### src/rtl/swmd_pkg.sv
package swmd_pkg;

    typedef enum logic [1:0] {
        WM_ALLOC   = 2'd0,
        WM_COAL    = 2'd1,
        WM_NOALLOC = 2'd2
    } wmode_e;

    typedef enum logic [1:0] {
        CR_NONE  = 2'd0,
        CR_LOAD  = 2'd1,
        CR_CLEAR = 2'd2,
        CR_DEC   = 2'd3
    } cred_op_e;

    function automatic logic mode_coalesces(wmode_e m);
        return m != WM_ALLOC;
    endfunction

endpackage

### src/rtl/swmd_stream_fsm.sv
module swmd_stream_fsm
    import swmd_pkg::*;
#(
    parameter int ADDR_W        = 32,
    parameter int SIZE_W        = 8,
    parameter int CNT_W         = 16,
    parameter int COAL_LIMIT    = 128,
    parameter int NOALLOC_LIMIT = 512
) (
    input  logic              clk,
    input  logic              rst,
    input  logic              clr,
    input  logic              upd,
    input  logic [ADDR_W-1:0] addr,
    input  logic [SIZE_W-1:0] size,
    output wmode_e            mode,
    output logic [CNT_W-1:0]  byte_cnt,
    output logic [ADDR_W-1:0] next_addr,
    output logic              contig
);
    logic [CNT_W:0]   sum;
    logic [CNT_W-1:0] sat_cnt;

    assign contig  = (addr == next_addr);
    assign sum     = {1'b0, byte_cnt} + (CNT_W+1)'(size);
    assign sat_cnt = sum[CNT_W] ? {CNT_W{1'b1}} : sum[CNT_W-1:0];

    always_ff @(posedge clk) begin
        if (rst || clr) begin
            mode      <= WM_ALLOC;
            byte_cnt  <= '0;
            next_addr <= '0;
        end else if (upd) begin
            if (contig) begin
                if (mode != WM_NOALLOC) begin
                    byte_cnt <= sat_cnt;
                    if (mode == WM_ALLOC && sat_cnt > CNT_W'(COAL_LIMIT))
                        mode <= WM_COAL;
                    else if (mode == WM_COAL && sat_cnt > CNT_W'(NOALLOC_LIMIT))
                        mode <= WM_NOALLOC;
                end
            end else begin
                byte_cnt <= CNT_W'(size);
                mode     <= WM_ALLOC;
            end
            next_addr <= addr + ADDR_W'(size);
        end
    end
endmodule

### src/rtl/swmd_credit_table.sv
module swmd_credit_table
    import swmd_pkg::*;
#(
    parameter int LINE_W       = 26,
    parameter int DEPTH        = 4,
    parameter int DELAY_THRESH = 4
) (
    input  logic              clk,
    input  logic              rst,
    input  cred_op_e          op,
    input  logic [LINE_W-1:0] op_line,
    input  logic [LINE_W-1:0] look_line,
    output logic              look_credit
);
    localparam int CRED_W = $clog2(DELAY_THRESH + 1);
    localparam int PTR_W  = (DEPTH > 1) ? $clog2(DEPTH) : 1;

    typedef struct packed {
        logic              vld;
        logic [LINE_W-1:0] tag;
        logic [CRED_W-1:0] cred;
    } cred_ent_t;

    cred_ent_t         tbl [DEPTH];
    logic [PTR_W-1:0]  oldest;
    logic [DEPTH-1:0]  look_hit;
    logic [DEPTH-1:0]  op_hit;
    logic [PTR_W-1:0]  op_idx;
    logic              op_found;

    for (genvar g = 0; g < DEPTH; g++) begin : g_match
        assign look_hit[g] = tbl[g].vld && (tbl[g].tag == look_line) && (tbl[g].cred != '0);
        assign op_hit[g]   = tbl[g].vld && (tbl[g].tag == op_line);
    end

    assign look_credit = |look_hit;
    assign op_found    = |op_hit;

    always_comb begin
        op_idx = '0;
        for (int i = DEPTH - 1; i >= 0; i--) begin
            if (op_hit[i]) op_idx = PTR_W'(i);
        end
    end

    always_ff @(posedge clk) begin
        if (rst) begin
            oldest <= '0;
            for (int i = 0; i < DEPTH; i++) tbl[i] <= '0;
        end else begin
            case (op)
                CR_LOAD: begin
                    if (op_found) begin
                        tbl[op_idx].cred <= CRED_W'(DELAY_THRESH);
                    end else begin
                        tbl[oldest] <= '{vld: 1'b1, tag: op_line, cred: CRED_W'(DELAY_THRESH)};
                        oldest <= (oldest == PTR_W'(DEPTH - 1)) ? '0 : oldest + 1'b1;
                    end
                end
                CR_CLEAR: if (op_found) tbl[op_idx].cred <= '0;
                CR_DEC:   if (op_found && tbl[op_idx].cred != '0)
                              tbl[op_idx].cred <= tbl[op_idx].cred - 1'b1;
                default: ;
            endcase
        end
    end
endmodule

### src/rtl/write_stream_detector.sv
module write_stream_detector
    import swmd_pkg::*;
#(
    parameter int ADDR_W        = 32,
    parameter int SIZE_W        = 8,
    parameter int CNT_W         = 16,
    parameter int LINE_BYTES    = 64,
    parameter int COAL_LIMIT    = 128,
    parameter int NOALLOC_LIMIT = 512,
    parameter int DELAY_THRESH  = 4,
    parameter int TBL_DEPTH     = 4,
    localparam int LINE_SH      = $clog2(LINE_BYTES),
    localparam int LINE_W       = ADDR_W - LINE_SH,
    localparam int HOLD_W       = LINE_SH + 1
) (
    input  logic              clk,
    input  logic              rst,
    input  logic              mode_reset_req,
    input  logic              upd_valid,
    input  logic              upd_is_write,
    input  logic              upd_uncacheable,
    input  logic [ADDR_W-1:0] upd_addr,
    input  logic [SIZE_W-1:0] upd_size,
    input  logic              qry_valid,
    input  logic [LINE_W-1:0] qry_line,
    input  logic [SIZE_W-1:0] qry_size,
    input  logic              qry_full_line,
    output logic [1:0]        mode_o,
    output logic              coalesce,
    output logic              allocate,
    output logic              qry_hold,
    output logic [HOLD_W-1:0] qry_hold_cycles
);
    wmode_e            mode;
    logic [CNT_W-1:0]  byte_cnt;
    logic [ADDR_W-1:0] next_addr;
    logic              contig;
    logic              upd_ok;
    logic              qry_act;
    logic              qry_partial;
    logic              has_credit;
    logic              soft_clr;
    cred_op_e          cr_op;
    logic [LINE_W-1:0] cr_line;

    assign coalesce    = mode_coalesces(mode);
    assign allocate    = (mode != WM_NOALLOC);
    assign mode_o      = mode;

    assign upd_ok      = upd_valid && upd_is_write && !upd_uncacheable
                         && !qry_valid && !mode_reset_req;
    assign qry_act     = qry_valid && !mode_reset_req && coalesce;
    assign qry_partial = qry_act && !qry_full_line;
    assign qry_hold    = qry_partial && has_credit;
    assign soft_clr    = mode_reset_req || (qry_partial && !has_credit);

    assign qry_hold_cycles = (qry_size == '0) ? HOLD_W'(LINE_BYTES)
                           : HOLD_W'(32'(LINE_BYTES) / 32'(qry_size));

    always_comb begin
        cr_op   = CR_NONE;
        cr_line = qry_line;
        if (qry_act) begin
            if (qry_full_line)   cr_op = CR_CLEAR;
            else if (has_credit) cr_op = CR_DEC;
        end else if (upd_ok) begin
            cr_line = upd_addr[ADDR_W-1:LINE_SH];
            cr_op   = contig ? CR_LOAD : CR_CLEAR;
        end
    end

    swmd_stream_fsm #(
        .ADDR_W(ADDR_W), .SIZE_W(SIZE_W), .CNT_W(CNT_W),
        .COAL_LIMIT(COAL_LIMIT), .NOALLOC_LIMIT(NOALLOC_LIMIT)
    ) u_fsm (
        .clk(clk), .rst(rst), .clr(soft_clr), .upd(upd_ok),
        .addr(upd_addr), .size(upd_size),
        .mode(mode), .byte_cnt(byte_cnt), .next_addr(next_addr), .contig(contig)
    );

    swmd_credit_table #(
        .LINE_W(LINE_W), .DEPTH(TBL_DEPTH), .DELAY_THRESH(DELAY_THRESH)
    ) u_tbl (
        .clk(clk), .rst(rst), .op(cr_op), .op_line(cr_line),
        .look_line(qry_line), .look_credit(has_credit)
    );
endmodule

### config.mk
export PLATFORM = sky130hd
export DESIGN_NAME = write_stream_detector
export DESIGN_NICKNAME = d
export VERILOG_FILES = /design/src/rtl/swmd_pkg.sv /design/src/rtl/swmd_stream_fsm.sv /design/src/rtl/swmd_credit_table.sv /design/src/rtl/write_stream_detector.sv
export SDC_FILE = /design/constraint.sdc
export NUM_CORES = 1
export LEC_CHECK = 0
export BUFFER_PORTS_ARGS = -buffer_cell sky130_fd_sc_hd__buf_4
export CORE_MARGIN = 2
export CORE_UTILIZATION = 45
export DETAILED_ROUTE_END_ITERATION = 10
export PLACE_DENSITY = 0.72
export SLEW_MARGIN = 10
export SYNTH_ARGS = -nofsm -noshare
export SYNTH_HDL_FRONTEND = slang
export SYNTH_SLANG_ARGS = --single-unit
### constraint.sdc
create_clock -name clk -period 236.2 [get_ports clk]
set_clock_uncertainty 0.1 [all_clocks]
set_input_delay 70.86 -clock clk [delete_from_list [all_inputs] [get_ports clk]]
set_output_delay 70.86 -clock clk [all_outputs]
set_load 0.01 [all_outputs]
==> run metrics <==
status=finished clean; Final GP Congestion=0.974; CTS tree=yes; area grow syn2layout=5.94%; Synthesis Warnings=0; DR WL/cell=19.3 µm; FF-to-FF Start=u_tbl.tbl[2][20]; Ports=94; Max stage delay on crit path=0.92 ns; fin. max-slew vios=0; area of the multi-input gates=28300 µm²; maximum clock rate=0.00443 GHz; Via-to-Cell Ratio=6.46; Max clock buf depth=2; Core Region=75600 µm²; vias in the first global route=32900; number of max-cap violations=0; Root Driver=clkbuf_16; CP most frequent cell=o21ai_0; Critical Path Start=qry_size[7]; PortBufs=93; H-Tree Depth=4; Yosys cell types=137; Tot GR Track Use=26.1%; Initial Util=45.2%; Sink Count=172; largest net degree at the start of global routing=68; via count=35800; global route overflow=0; Slew HR=20.3%; Die Ht=280 µm; Remaining DRCs=0; CTS clk-pin slew, worst paths=0.07 ns; Die Wd=280 µm; most frequent cell after synthesis=nor2_1; RSZ-0062 raised after global routing=no; Clock Latency Late Sink=0.46 ns; Synth async-reset ratio=0%; TNS Setup=0 ns; CP max stage cell=nor4_1; global-route wire length before repair=171000 µm; Die ar.=78200 µm²; cts bufs inserted=17; Hold Path Class=reg2reg; Post-DRT Antenna Nets=0; pre-CTS WS=11.94 ns; Worst setup SP type=input port; initial DRC count=3166; antenna cells=0; Core Rows=101; post-layout minimum cycle time=225.86 ns; initial antenna violation count=0; worst hold path startpoint=u_fsm.next_addr[0]; Post-Route WL=107000 µm; Mapped Nets=4890; Crit Path Max Fanout=25; most frequent cells after synthesis=nor2_1 (460), nand2_1 (343), a21oi_1 (299); cts hold-fix bufs=0; kind of critical path=in2out; Synth Cell Area=34200 µm²; Synth Area per Inst=7.44 µm²; Crit path required time=165.24 ns; ys flop type=edfxtp_1; Area contributors post-synth=edfxtp_1 (11%), ha_1 (7.9%), xor2_1 (6.8%); fillcell total=7515; number of synthesized flops with an enable pin=120; Total Nets Final=4849; Reg area=4640 µm²; Seq/Total Area, Yosys=13.6%; drt pass-1 iters=6; Synth area leader=edfxtp_1; layout cell share with drive strength beyond 1=8.20%; Tcrit/Tclk final=95.6%; synthesis-stage register bit count=172; CP endpoint kind=output port; final hold violations=0; Final Worst Setup Slack=10.34 ns; post-DP HPWL=82400 µm; setup bufs post-CTS=0; PostCTS Resize Cnt=0; Syn Inst Count=4591; Least-Margin Pin Slew=1.16 ns; final setup fails=0; WP data arrival=154.90 ns; Synth top area share=10.5%
-- worst paths after layout --
| kind | endpoint | depth (start not counted) | slack [ns] |
|---|---|---|---|
| max | qry_hold_cycles[0] | 356 | 10.34 |
| min | u_fsm.next_addr[0] | 2 | 0.37 |
| max reg2reg | u_tbl.tbl[1][15] | 19 | 230.90 |
| min reg2reg | u_fsm.next_addr[0] | 2 | 0.37 |
-- layer usage --
| metal | GRT usage (%) | up-vias | routed length, µm |
|---|---|---|---|
| met3 | 2.36 | 221 | 6800 |
| met4 | 7.93 | 0 | 3090 |
| met1 | 35.3 | 16800 | 47900 |
| met2 | 43.9 | 1441 | 49100 |
| met5 | 0 | - | 0 |
| li1 | - | 17300 | - |
-- final cells by class --
cell class / count / area share [%]
clock buffer: 18 / 1.19
clock inverter: 14 / 0.377
inverter: 111 / 1.15
multi-input combinational: 4107 / 78.2
sequential: 172 / 12.8
tap: 978 / 3.38
timing repair buffer: 141 / 2.92
-- cell families (layout without fill, tap and decap cells) --
group	Yosys count	in the layout	synth area share [%]
xor gates and xnor gates	530	530	13.7
muxes	136	136	4.22
DFF	172	172	13.6
AOI/OAI and AO/OA	1400	1400	29.1
buffers and inverters	312	284	3.68
adders and majority gates	217	217	7.99
and+or+nand+nor	1824	1824	27.8
-- state kept, by name, indices dropped and copies added, names as in the netlist --
register,cells
u_tbl.tbl,120
u_fsm.byte_cnt,16
u_tbl.oldest,2
u_fsm.next_addr,32
u_fsm.mode,2
-- worst max-delay path: cells and delay by family --
| family | cells | cell delay, ns |
|---|---|---|
| buffers and inverters | 15 | 2.31 |
| AND/OR/NAND/NOR | 131 | 32.92 |
| adder cells (fa/ha/maj) | 30 | 9.50 |
| AO/OA/AOI/OAI | 170 | 36.13 |
| multiplexers | 9 | 3.00 |
| XOR/XNOR | 1 | 0.08 |
-- layout by cell type (no fill, tap or decap), drive strengths merged, types with 97 or more instances in the layout --
master  count
nor4       97
o21ai     228
buf       141
edfxtp    120
nand3     117
nor2      463
nor3      225
nand2     348
xor2      266
ha        215
xnor2     263
inv       116
a21o      164
a21oi     302
-- per-stage QoR --
stage	cell area [µm²]	hold WS, ns	util (%)	instances
detailed placement	35600	0.359	47.2	5509
finish	36200	0.366	47.9	5541
global placement	35600	0.350	47.2	5509
global route	36200	0.394	47.9	5541
floorplan	34200	0.344	-	4591
CTS	36200	0.367	47.9	5541
Power is left out: the tool's default activity adds up to more than one toggle a clock period on the data nets, which glitch-free logic cannot reach.
